File: config.mk
export PLATFORM = sky130hd
export DESIGN_NAME = can_frame_tx
export DESIGN_NICKNAME = d
export VERILOG_FILES = /design/src/rtl/can_tx_pkg.sv /design/src/rtl/can_tx_bit_timer.sv /design/src/rtl/can_tx_crc15.sv /design/src/rtl/can_tx_stuffer.sv /design/src/rtl/can_frame_tx.sv
export SDC_FILE = /design/constraint.sdc
export NUM_CORES = 1
export LEC_CHECK = 0
export BUFFER_PORTS_ARGS = -buffer_cell sky130_fd_sc_hd__buf_2
export CORE_ASPECT_RATIO = 2
export CORE_MARGIN = 2
export CORE_UTILIZATION = 53
export CTS_CLUSTER_SIZE = 25
export DETAILED_ROUTE_END_ITERATION = 7
export HOLD_SLACK_MARGIN = 0.06
export PLACE_DENSITY = 0.77
export SETUP_SLACK_MARGIN = 0.02
export SLEW_MARGIN = 20
export SYNTH_ARGS = -nofsm -noshare
export SYNTH_HDL_FRONTEND = slang
export SYNTH_SLANG_ARGS = --single-unit
File: constraint.sdc
create_clock -name clk -period 9.1 [get_ports clk]
set_input_delay 0.91 -clock clk [delete_from_list [all_inputs] [get_ports clk]]
set_output_delay 0.91 -clock clk [all_outputs]
set_load 0.01 [all_outputs]
File: src/rtl/can_tx_pkg.sv
// Package: shared constants and types for the CAN frame sender.
// Assumes base-format data frames only.
package can_tx_pkg;

    localparam int ID_W      = 11;
    localparam int DLC_W     = 4;
    localparam int CRC_W     = 15;
    localparam logic [CRC_W-1:0] CRC_POLY = 15'h4599;
    localparam int MAX_BYTES = 8;
    localparam int EOF_BITS  = 7;
    localparam int STUFF_RUN = 5;
    localparam int IDX_W     = 7;

    // Outcome of one attempt, as seen on the result port.
    typedef enum logic [1:0] {
        RES_OK       = 2'd0,
        RES_BUS_ERR  = 2'd1,
        RES_ARB_LOST = 2'd2,
        RES_NO_ACK   = 2'd3
    } tx_result_e;

    // Frame fields, listed in transmission order (the order is relied upon).
    typedef enum logic [3:0] {
        FLD_SOF,
        FLD_ID,
        FLD_RTR,
        FLD_IDE,
        FLD_R0,
        FLD_DLC,
        FLD_DATA,
        FLD_CRC,
        FLD_CRC_DEL,
        FLD_ACK,
        FLD_ACK_DEL,
        FLD_EOF
    } field_e;

endpackage

File: src/rtl/can_tx_bit_timer.sv
// Module: bit-period counter. Counts clock cycles within one bit and gives a
// sample strobe at floor(3L/4) and an end-of-bit strobe at L-1.
// Assumes bit_len >= 4 and that it is held stable while run is high.
module can_tx_bit_timer #(
    parameter int BT_W = 16
) (
    input  logic            clk,
    input  logic            rst_n,
    input  logic            restart,
    input  logic            run,
    input  logic [BT_W-1:0] bit_len,
    output logic            sample_tick,
    output logic            bit_end
);

    logic [BT_W-1:0] cnt_q;
    logic [BT_W+1:0] len_x3;
    logic [BT_W-1:0] samp_pt;

    // Sample point: three quarters of the bit, rounded down.
    always_comb begin
        len_x3  = {2'b00, bit_len} + {1'b0, bit_len, 1'b0};
        samp_pt = len_x3[BT_W+1:2];
    end

    assign bit_end     = run && (cnt_q == bit_len - 1'b1);
    assign sample_tick = run && (cnt_q == samp_pt);

    // Cycle counter, wrapping at the end of every bit.
    always_ff @(posedge clk) begin
        if (!rst_n || restart) begin
            cnt_q <= '0;
        end else if (run) begin
            if (bit_end) cnt_q <= '0;
            else         cnt_q <= cnt_q + 1'b1;
        end
    end

    assert_cnt_in_bit_R6: assert property (@(posedge clk) disable iff (!rst_n)
        run |-> (cnt_q < bit_len));

endmodule

File: src/rtl/can_tx_crc15.sv
// Module: 15-bit CRC register. Folds in one message bit per shift_in_en;
// during emit_en it shifts left so that the msb output walks through the CRC.
// Assumes the two enables are never high together.
module can_tx_crc15 #(
    parameter int             W    = 15,
    parameter logic [W-1:0]   POLY = 15'h4599
) (
    input  logic clk,
    input  logic rst_n,
    input  logic clear,
    input  logic shift_in_en,
    input  logic emit_en,
    input  logic bit_in,
    output logic msb
);

    logic [W-1:0] crc_q;
    logic         fb;

    assign fb  = bit_in ^ crc_q[W-1];
    assign msb = crc_q[W-1];

    // CRC accumulate, then shift out.
    always_ff @(posedge clk) begin
        if (!rst_n || clear) begin
            crc_q <= '0;
        end else if (shift_in_en) begin
            crc_q <= {crc_q[W-2:0], 1'b0} ^ (fb ? POLY : '0);
        end else if (emit_en) begin
            crc_q <= {crc_q[W-2:0], 1'b0};
        end
    end

    assert_crc_modes_R4: assert property (@(posedge clk) disable iff (!rst_n)
        !(shift_in_en && emit_en));

endmodule

File: src/rtl/can_tx_stuffer.sv
// Module: run-length tracker for bit stuffing. Every bit sent inside the
// stuffed zone is pushed; stuff_due rises after RUN_LEN equal bits, and the
// caller must then send stuff_val.
// Assumes the caller clears it at the start of each frame.
module can_tx_stuffer #(
    parameter int RUN_LEN = 5
) (
    input  logic clk,
    input  logic rst_n,
    input  logic clear,
    input  logic push,
    input  logic bit_in,
    output logic stuff_due,
    output logic stuff_val
);

    localparam int CW = $clog2(RUN_LEN + 1);

    logic [CW-1:0] run_q;
    logic          last_q;

    assign stuff_due = (run_q == CW'(RUN_LEN));
    assign stuff_val = ~last_q;

    // Track the length and value of the current run of equal bits.
    always_ff @(posedge clk) begin
        if (!rst_n || clear) begin
            run_q  <= '0;
            last_q <= 1'b0;
        end else if (push) begin
            if (run_q != '0 && bit_in == last_q) run_q <= run_q + 1'b1;
            else                                 run_q <= CW'(1);
            last_q <= bit_in;
        end
    end

    assert_stuff_flips_R5: assert property (@(posedge clk) disable iff (!rst_n)
        (push && stuff_due) |-> (bit_in != last_q));

    assert_run_bounded_R5: assert property (@(posedge clk) disable iff (!rst_n)
        run_q <= CW'(RUN_LEN));

endmodule

File: src/rtl/can_frame_tx.sv
// Module: CAN base-format data frame sender (top). Captures a request, walks
// the frame fields bit by bit, and compares each sent bit with the read-back
// bus level at the sample point. Stops on the first problem and reports
// exactly one outcome.
// Assumes bus_rx is already synchronised to clk. No resynchronisation is done.
module can_frame_tx
    import can_tx_pkg::*;
#(
    parameter int BT_W        = 16,
    parameter int MIN_BIT_LEN = 4
) (
    input  logic            clk,
    input  logic            rst_n,
    input  logic            start,
    input  logic [10:0]     frame_id,
    input  logic [63:0]     payload,
    input  logic [3:0]      byte_cnt,
    input  logic [BT_W-1:0] bit_cycles,
    input  logic            bus_rx,
    output logic            bus_tx,
    output logic            done,
    output logic [1:0]      result
);

    localparam int PAYLOAD_W = 8 * MAX_BYTES;

    logic                 running_q;
    field_e               field_q;
    logic [IDX_W-1:0]     idx_q;
    logic [ID_W-1:0]      id_sh;
    logic [PAYLOAD_W-1:0] data_sh;
    logic [DLC_W-1:0]     dlc_q;
    logic [DLC_W-1:0]     dlc_sh;
    logic [BT_W-1:0]      bit_len_q;
    logic                 done_q;
    tx_result_e           res_q;

    logic                 start_ok;
    logic [DLC_W-1:0]     dlc_in;
    logic [BT_W-1:0]      len_in;
    logic                 sample_tick;
    logic                 bit_end;
    logic                 stuff_due;
    logic                 stuff_val;
    logic                 crc_msb;
    logic                 field_bit;
    logic                 tx_bit;
    logic                 in_arb;
    logic                 in_stuff_zone;
    logic                 abort_hit;
    tx_result_e           abort_code;
    logic                 abort_now;
    logic                 advance;
    logic                 field_step;
    logic [IDX_W-1:0]     fld_len;
    logic                 last_of_field;
    field_e               next_field;

    // Request acceptance and input clamping.
    always_comb begin
        start_ok = start && !running_q;
        dlc_in   = (byte_cnt > DLC_W'(MAX_BYTES)) ? DLC_W'(MAX_BYTES) : byte_cnt;
        len_in   = (bit_cycles < BT_W'(MIN_BIT_LEN)) ? BT_W'(MIN_BIT_LEN) : bit_cycles;
    end

    can_tx_bit_timer #(.BT_W(BT_W)) u_timer (
        .clk         (clk),
        .rst_n       (rst_n),
        .restart     (start_ok),
        .run         (running_q),
        .bit_len     (bit_len_q),
        .sample_tick (sample_tick),
        .bit_end     (bit_end)
    );

    can_tx_stuffer #(.RUN_LEN(STUFF_RUN)) u_stuff (
        .clk       (clk),
        .rst_n     (rst_n),
        .clear     (start_ok),
        .push      (advance && (stuff_due || in_stuff_zone)),
        .bit_in    (tx_bit),
        .stuff_due (stuff_due),
        .stuff_val (stuff_val)
    );

    can_tx_crc15 #(.W(CRC_W), .POLY(CRC_POLY)) u_crc (
        .clk         (clk),
        .rst_n       (rst_n),
        .clear       (start_ok),
        .shift_in_en (field_step && (field_q <= FLD_DATA)),
        .emit_en     (field_step && (field_q == FLD_CRC)),
        .bit_in      (field_bit),
        .msb         (crc_msb)
    );

    // Value of the current (non-stuff) field bit.
    always_comb begin
        unique case (field_q)
            FLD_ID:   field_bit = id_sh[ID_W-1];
            FLD_DLC:  field_bit = dlc_sh[DLC_W-1];
            FLD_DATA: field_bit = data_sh[PAYLOAD_W-1];
            FLD_CRC:  field_bit = crc_msb;
            FLD_SOF, FLD_RTR, FLD_IDE, FLD_R0: field_bit = 1'b0;
            default:  field_bit = 1'b1;
        endcase
    end

    // Field length and successor field.
    always_comb begin
        unique case (field_q)
            FLD_ID:   fld_len = IDX_W'(ID_W);
            FLD_DLC:  fld_len = IDX_W'(DLC_W);
            FLD_DATA: fld_len = {dlc_q, 3'b000};
            FLD_CRC:  fld_len = IDX_W'(CRC_W);
            FLD_EOF:  fld_len = IDX_W'(EOF_BITS);
            default:  fld_len = IDX_W'(1);
        endcase
        last_of_field = (idx_q == fld_len - 1'b1);
        unique case (field_q)
            FLD_SOF:     next_field = FLD_ID;
            FLD_ID:      next_field = FLD_RTR;
            FLD_RTR:     next_field = FLD_IDE;
            FLD_IDE:     next_field = FLD_R0;
            FLD_R0:      next_field = FLD_DLC;
            FLD_DLC:     next_field = (dlc_q == '0) ? FLD_CRC : FLD_DATA;
            FLD_DATA:    next_field = FLD_CRC;
            FLD_CRC:     next_field = FLD_CRC_DEL;
            FLD_CRC_DEL: next_field = FLD_ACK;
            FLD_ACK:     next_field = FLD_ACK_DEL;
            FLD_ACK_DEL: next_field = FLD_EOF;
            default:     next_field = FLD_EOF;
        endcase
    end

    // Bit on the wire, read-back check and step control.
    always_comb begin
        tx_bit        = stuff_due ? stuff_val : field_bit;
        in_arb        = (field_q == FLD_ID) || (field_q == FLD_RTR);
        in_stuff_zone = (field_q <= FLD_CRC);
        abort_hit     = 1'b0;
        abort_code    = RES_BUS_ERR;
        if (field_q == FLD_ACK && !stuff_due) begin
            if (bus_rx) begin
                abort_hit  = 1'b1;
                abort_code = RES_NO_ACK;
            end
        end else if (tx_bit != bus_rx) begin
            abort_hit  = 1'b1;
            abort_code = (tx_bit && in_arb && !stuff_due) ? RES_ARB_LOST : RES_BUS_ERR;
        end
        abort_now  = sample_tick && abort_hit;
        advance    = bit_end && !abort_now;
        field_step = advance && !stuff_due;
    end

    // Frame sequencer: start, field walk, and end of attempt.
    always_ff @(posedge clk) begin
        if (!rst_n) begin
            running_q <= 1'b0;
            field_q   <= FLD_SOF;
            idx_q     <= '0;
            done_q    <= 1'b0;
            res_q     <= RES_OK;
        end else begin
            done_q <= 1'b0;
            if (start_ok) begin
                running_q <= 1'b1;
                field_q   <= FLD_SOF;
                idx_q     <= '0;
            end else if (abort_now) begin
                running_q <= 1'b0;
                done_q    <= 1'b1;
                res_q     <= abort_code;
            end else if (field_step) begin
                if (last_of_field) begin
                    if (field_q == FLD_EOF) begin
                        running_q <= 1'b0;
                        done_q    <= 1'b1;
                        res_q     <= RES_OK;
                    end else begin
                        field_q <= next_field;
                        idx_q   <= '0;
                    end
                end else begin
                    idx_q <= idx_q + 1'b1;
                end
            end
        end
    end

    // Captured request and the shift registers that serialise it.
    always_ff @(posedge clk) begin
        if (!rst_n) begin
            id_sh     <= '0;
            data_sh   <= '0;
            dlc_q     <= '0;
            dlc_sh    <= '0;
            bit_len_q <= BT_W'(MIN_BIT_LEN);
        end else if (start_ok) begin
            id_sh     <= frame_id;
            data_sh   <= payload;
            dlc_q     <= dlc_in;
            dlc_sh    <= dlc_in;
            bit_len_q <= len_in;
        end else if (field_step) begin
            if (field_q == FLD_ID)   id_sh   <= {id_sh[ID_W-2:0], 1'b0};
            if (field_q == FLD_DLC)  dlc_sh  <= {dlc_sh[DLC_W-2:0], 1'b0};
            if (field_q == FLD_DATA) data_sh <= {data_sh[PAYLOAD_W-2:0], 1'b0};
        end
    end

    assign bus_tx = running_q ? tx_bit : 1'b1;
    assign done   = done_q;
    assign result = res_q;

    assert_cfg_held_R1: assert property (@(posedge clk) disable iff (!rst_n)
        (running_q && $past(running_q)) |-> ($stable(dlc_q) && $stable(bit_len_q)));

    assert_ok_at_eof_R7: assert property (@(posedge clk) disable iff (!rst_n)
        (done_q && res_q == RES_OK) |-> (field_q == FLD_EOF));

    assert_noack_in_slot_R8: assert property (@(posedge clk) disable iff (!rst_n)
        (done_q && res_q == RES_NO_ACK) |-> (field_q == FLD_ACK));

    assert_arb_in_field_R9: assert property (@(posedge clk) disable iff (!rst_n)
        (done_q && res_q == RES_ARB_LOST) |-> in_arb);

    assert_done_single_R11: assert property (@(posedge clk) disable iff (!rst_n)
        done_q |=> !done_q);

    assert_tx_idle_at_done_R11: assert property (@(posedge clk) disable iff (!rst_n)
        done_q |-> bus_tx);

endmodule

==> flow_summary.toml <==
[drt]
drt-vias-per-instance = 5.84
wl_mm = 23.8
first_pass_iters = 5
drt_iter0_drc = 387
vias = 8175
drcViolationCount = 0
ant_nets = 0
wl_per_cell_um = 17.0

[final_layout]
syn_to_final_growth_pct = 10.9
fin_nets = 1312
final_cell_count_no_fill = 1400
drive_above_1_share_pct = 18.6

[grt]
grt_use_total_pct = 26.0
grt-ovfl-total = 0
grt_pass1_vias = 8193
grt_pass1_wl_mm = 39.1
grt_max_degree = 108
antenna_found_initial = 2

[logic_synthesis]
yosys_warnings = 0
ys_types = 91
synth.cell_area_um2 = 9340
synth.area.mux_share_pct = 10.5
synth-seq-cells = 149
synth-async-reset-ratio_pct = 0
synthSimpleGateAreaFrac_pct = 20.3
synth-compound-area-share_pct = 19.4
synth_top_family_by_area = "simple AND/OR/NAND/NOR gates"
synth-main-ff-cell = "dfxtp_1"
synth_cells = 1126
synth_edf_count = 0
synthAdderAreaFrac_pct = 5.17
synth_xor_area_share_pct = 7.45
syn_area_per_cell_um2 = 8.29
synth.area.top_cells = "dfxtp_1 (32%), nor2_1 (6.6%), o21ai_0 (6.4%), ha_1 (5.0%), xnor2_1 (4.7%)"
ys_seq_area_share_pct = 32.0
synthesis.nets = 1263
synth.top_cell.area_share_pct = 32.0
synth_area_leader_cell = "dfxtp_1"

[clocking]
htree_levels = 4
clk_path_buf_depth = 2
cts-resized-gates = 0
cts_tree = "built"
cts_sinks = 149
cts_made_buffers = 17
clock-root-buffer = "clkbuf_16"
clkSlewWorstSetupHoldPaths_ps = 70
cts_hold_buf = 0
clock_latency_ps = 430
cts_setup_buffers = 0

[timing]
fmax_ghz = 0.235
setup_viol = 0
slew_headroom_pct = 39.2
skew_ps = 8.33
setup_tns_ps = 0
hold_viol_final = 0
rsz0062_at_grt = "false"
slew_violations = 0
tightest_slew_ps = 912
fin_crit_sh_pct = 46.8
min_period_ps = 4260

[power]
combPwrFrac_pct = 14.8
p_switching_uw = 457
ir_drop_mv = 0.149
leakage_nw = 4.15
switching_share_pct = 27.8
clkPwrFrac_pct = 42.2
intPower_mw = 1.18
power_density_nw_per_um2 = 158
p_seq_share_pct = 43.0

[setup_path]
cp-end-kind = "register"
cpMostUsedCell = "a21o_1"
critPathSlowestCell = "buf_4"
crit_path_max_incr_delay_ps = 700
cp_top_family = "compound AO/OA/AOI/OAI gates"
path_cells = "inv_1 > ha_1 > a21o_1 > a31oi_1 > a21o_1 > a311oi_1 > mux2i_1 > nand4b_1 > o21ai_4 > buf_4 > mux2_2 > nor2_1"
critPathBufInv = 2
critPathLaunchType = "register"
critPathKind = "register to register"
cp.required_ps = 9460
worst-path-max-fanout = 64
crit_arrival_ps = 4610

[placement]
dp.cells = 1366
gp_congestion = 0.978
dp_hpwl_mm = 17.5
io_buffers = 102

[floorplan]
core_um2 = 17300
fp.dieH_um = 192
floorplan.initialDensity_pct = 54.0
rows = 68
dieArea_um2 = 18800
chipWidth_um = 97.8
ios = 103

[worst_hold_path]
hold_path_class = "register to register"

[run]
maxCapViolCount = 0

[outcome]
outcome = "completed"
-- metrics by stage --
step / area [µm²] / power (mW) / hold slack [ps] / util, % / setup WS (ps)
3_5_place_dp: 9770 / 0.961 / 459 / 56.6 / 4930
4_1_cts: 10400 / 1.65 / 475 / 59.9 / 4900
5_1_grt: 10400 / 1.71 / 500 / 60.0 / 4510
2_1_floorplan: 9340 / 0.892 / 443 / - / 5740
6_report: 10400 / 1.64 / 470 / 60.0 / 4840
3_3_place_gp: 9770 / 0.955 / 455 / 56.6 / 5010
-- power groups by stage --
stage / clock [mW] / combinational, mW / sequential [mW]
after global placement: 0 / 0.237 / 0.718
after detailed placement: 0 / 0.242 / 0.719
after global routing: 0.729 / 0.273 / 0.708
final: 0.692 / 0.244 / 0.705
after CTS: 0.705 / 0.244 / 0.705
after floorplan: 0 / 0.180 / 0.712
-- cells in the final DEF (no fill, tap or decap), drive strengths merged, types with 6 or more instances in the layout --
| cell type | n |
|---|---|
| ha | 37 |
| nand2 | 78 |
| a211oi | 9 |
| o21a | 6 |
| mux2i | 20 |
| mux2 | 64 |
| dfxtp | 149 |
| o21ai | 122 |
| clkbuf | 18 |
| nand2b | 11 |
| nor2 | 164 |
| nor4 | 10 |
| clkinv | 6 |
| a21oi | 58 |
| nand4 | 15 |
| nand3 | 33 |
| xnor2 | 51 |
| a21o | 11 |
| inv | 33 |
| buf | 107 |
| and3 | 15 |
| xor2 | 25 |
| a31oi | 10 |
| nor3 | 8 |
| nor3b | 6 |
| nor2b | 14 |
| a21boi | 18 |
-- worst paths after layout --
path | start | endpoint | slack, ps | depth (start not counted)
max | bit_len_q[4] | data_sh[19] | 4840 | 12
min | u_crc.crc_q[1] | u_crc.crc_q[2] | 470 | 2
max reg2reg | bit_len_q[4] | data_sh[19] | 4840 | 12
min reg2reg | u_crc.crc_q[1] | u_crc.crc_q[2] | 470 | 2
-- registers in the layout, summed over array words and instances, names as in the netlist --
name,flops
dlc_sh,4
data_sh,64
u_stuff.last_q,1
idx_q,7
u_timer.cnt_q,16
u_stuff.run_q,3
done,1
u_crc.crc_q,15
field_q,4
bit_len_q,16
running_q,1
dlc_q,4
result,2
id_sh,11
-- synthesized netlist by cell type (11+ instances only) --
master    number
nand2b_1      11
nand4_1       15
nor2b_1       14
mux2_4        16
dfxtp_1      149
mux2i_1       20
xor2_1        25
o21ai_0      120
nand3_1       32
nor2_1       164
clkbuf_1      54
xnor2_1       50
a21oi_1       57
nand2_1       78
a21boi_0      17
and3_1        13
mux2_2        38
inv_1         28
ha_1          37
-- cell families after synthesis --
logic type	Yosys count
AO/OA/AOI/OAI	282
XOR/XNOR	77
adder cells (fa/ha/maj)	38
buffers and inverters	106
flip-flops	149
multiplexers	84
AND/OR/NAND/NOR	390
-- worst min-delay path, stage by stage, from the launching register on --
cell     delay, ps
dfxtp_1        310
nand3_1         60
a21oi_1         60
-- layer usage --
metal	GRT usage (%)	share of wire (%)	vias to the layer above	wire [µm]
li1	-	-	4056	-
met1	24.5	35	3820	8280
met2	49.2	54	201	13000
met3	4.00	3.1	98	748
met4	20.1	7.7	0	1840
met5	0	0	-	0
-- layout make-up --
class | count | area, µm²
sequential | 149 | 2980
inverter | 29 | 109
fill | 1597 | 6910
timing repair buffer | 107 | 548
tap | 210 | 263
antenna | 2 | 5.00
multi-input combinational | 871 | 5870
clock buffer | 18 | 439
clock inverter | 14 | 141
No activity file was read; power rests on OpenSTA's default activity.
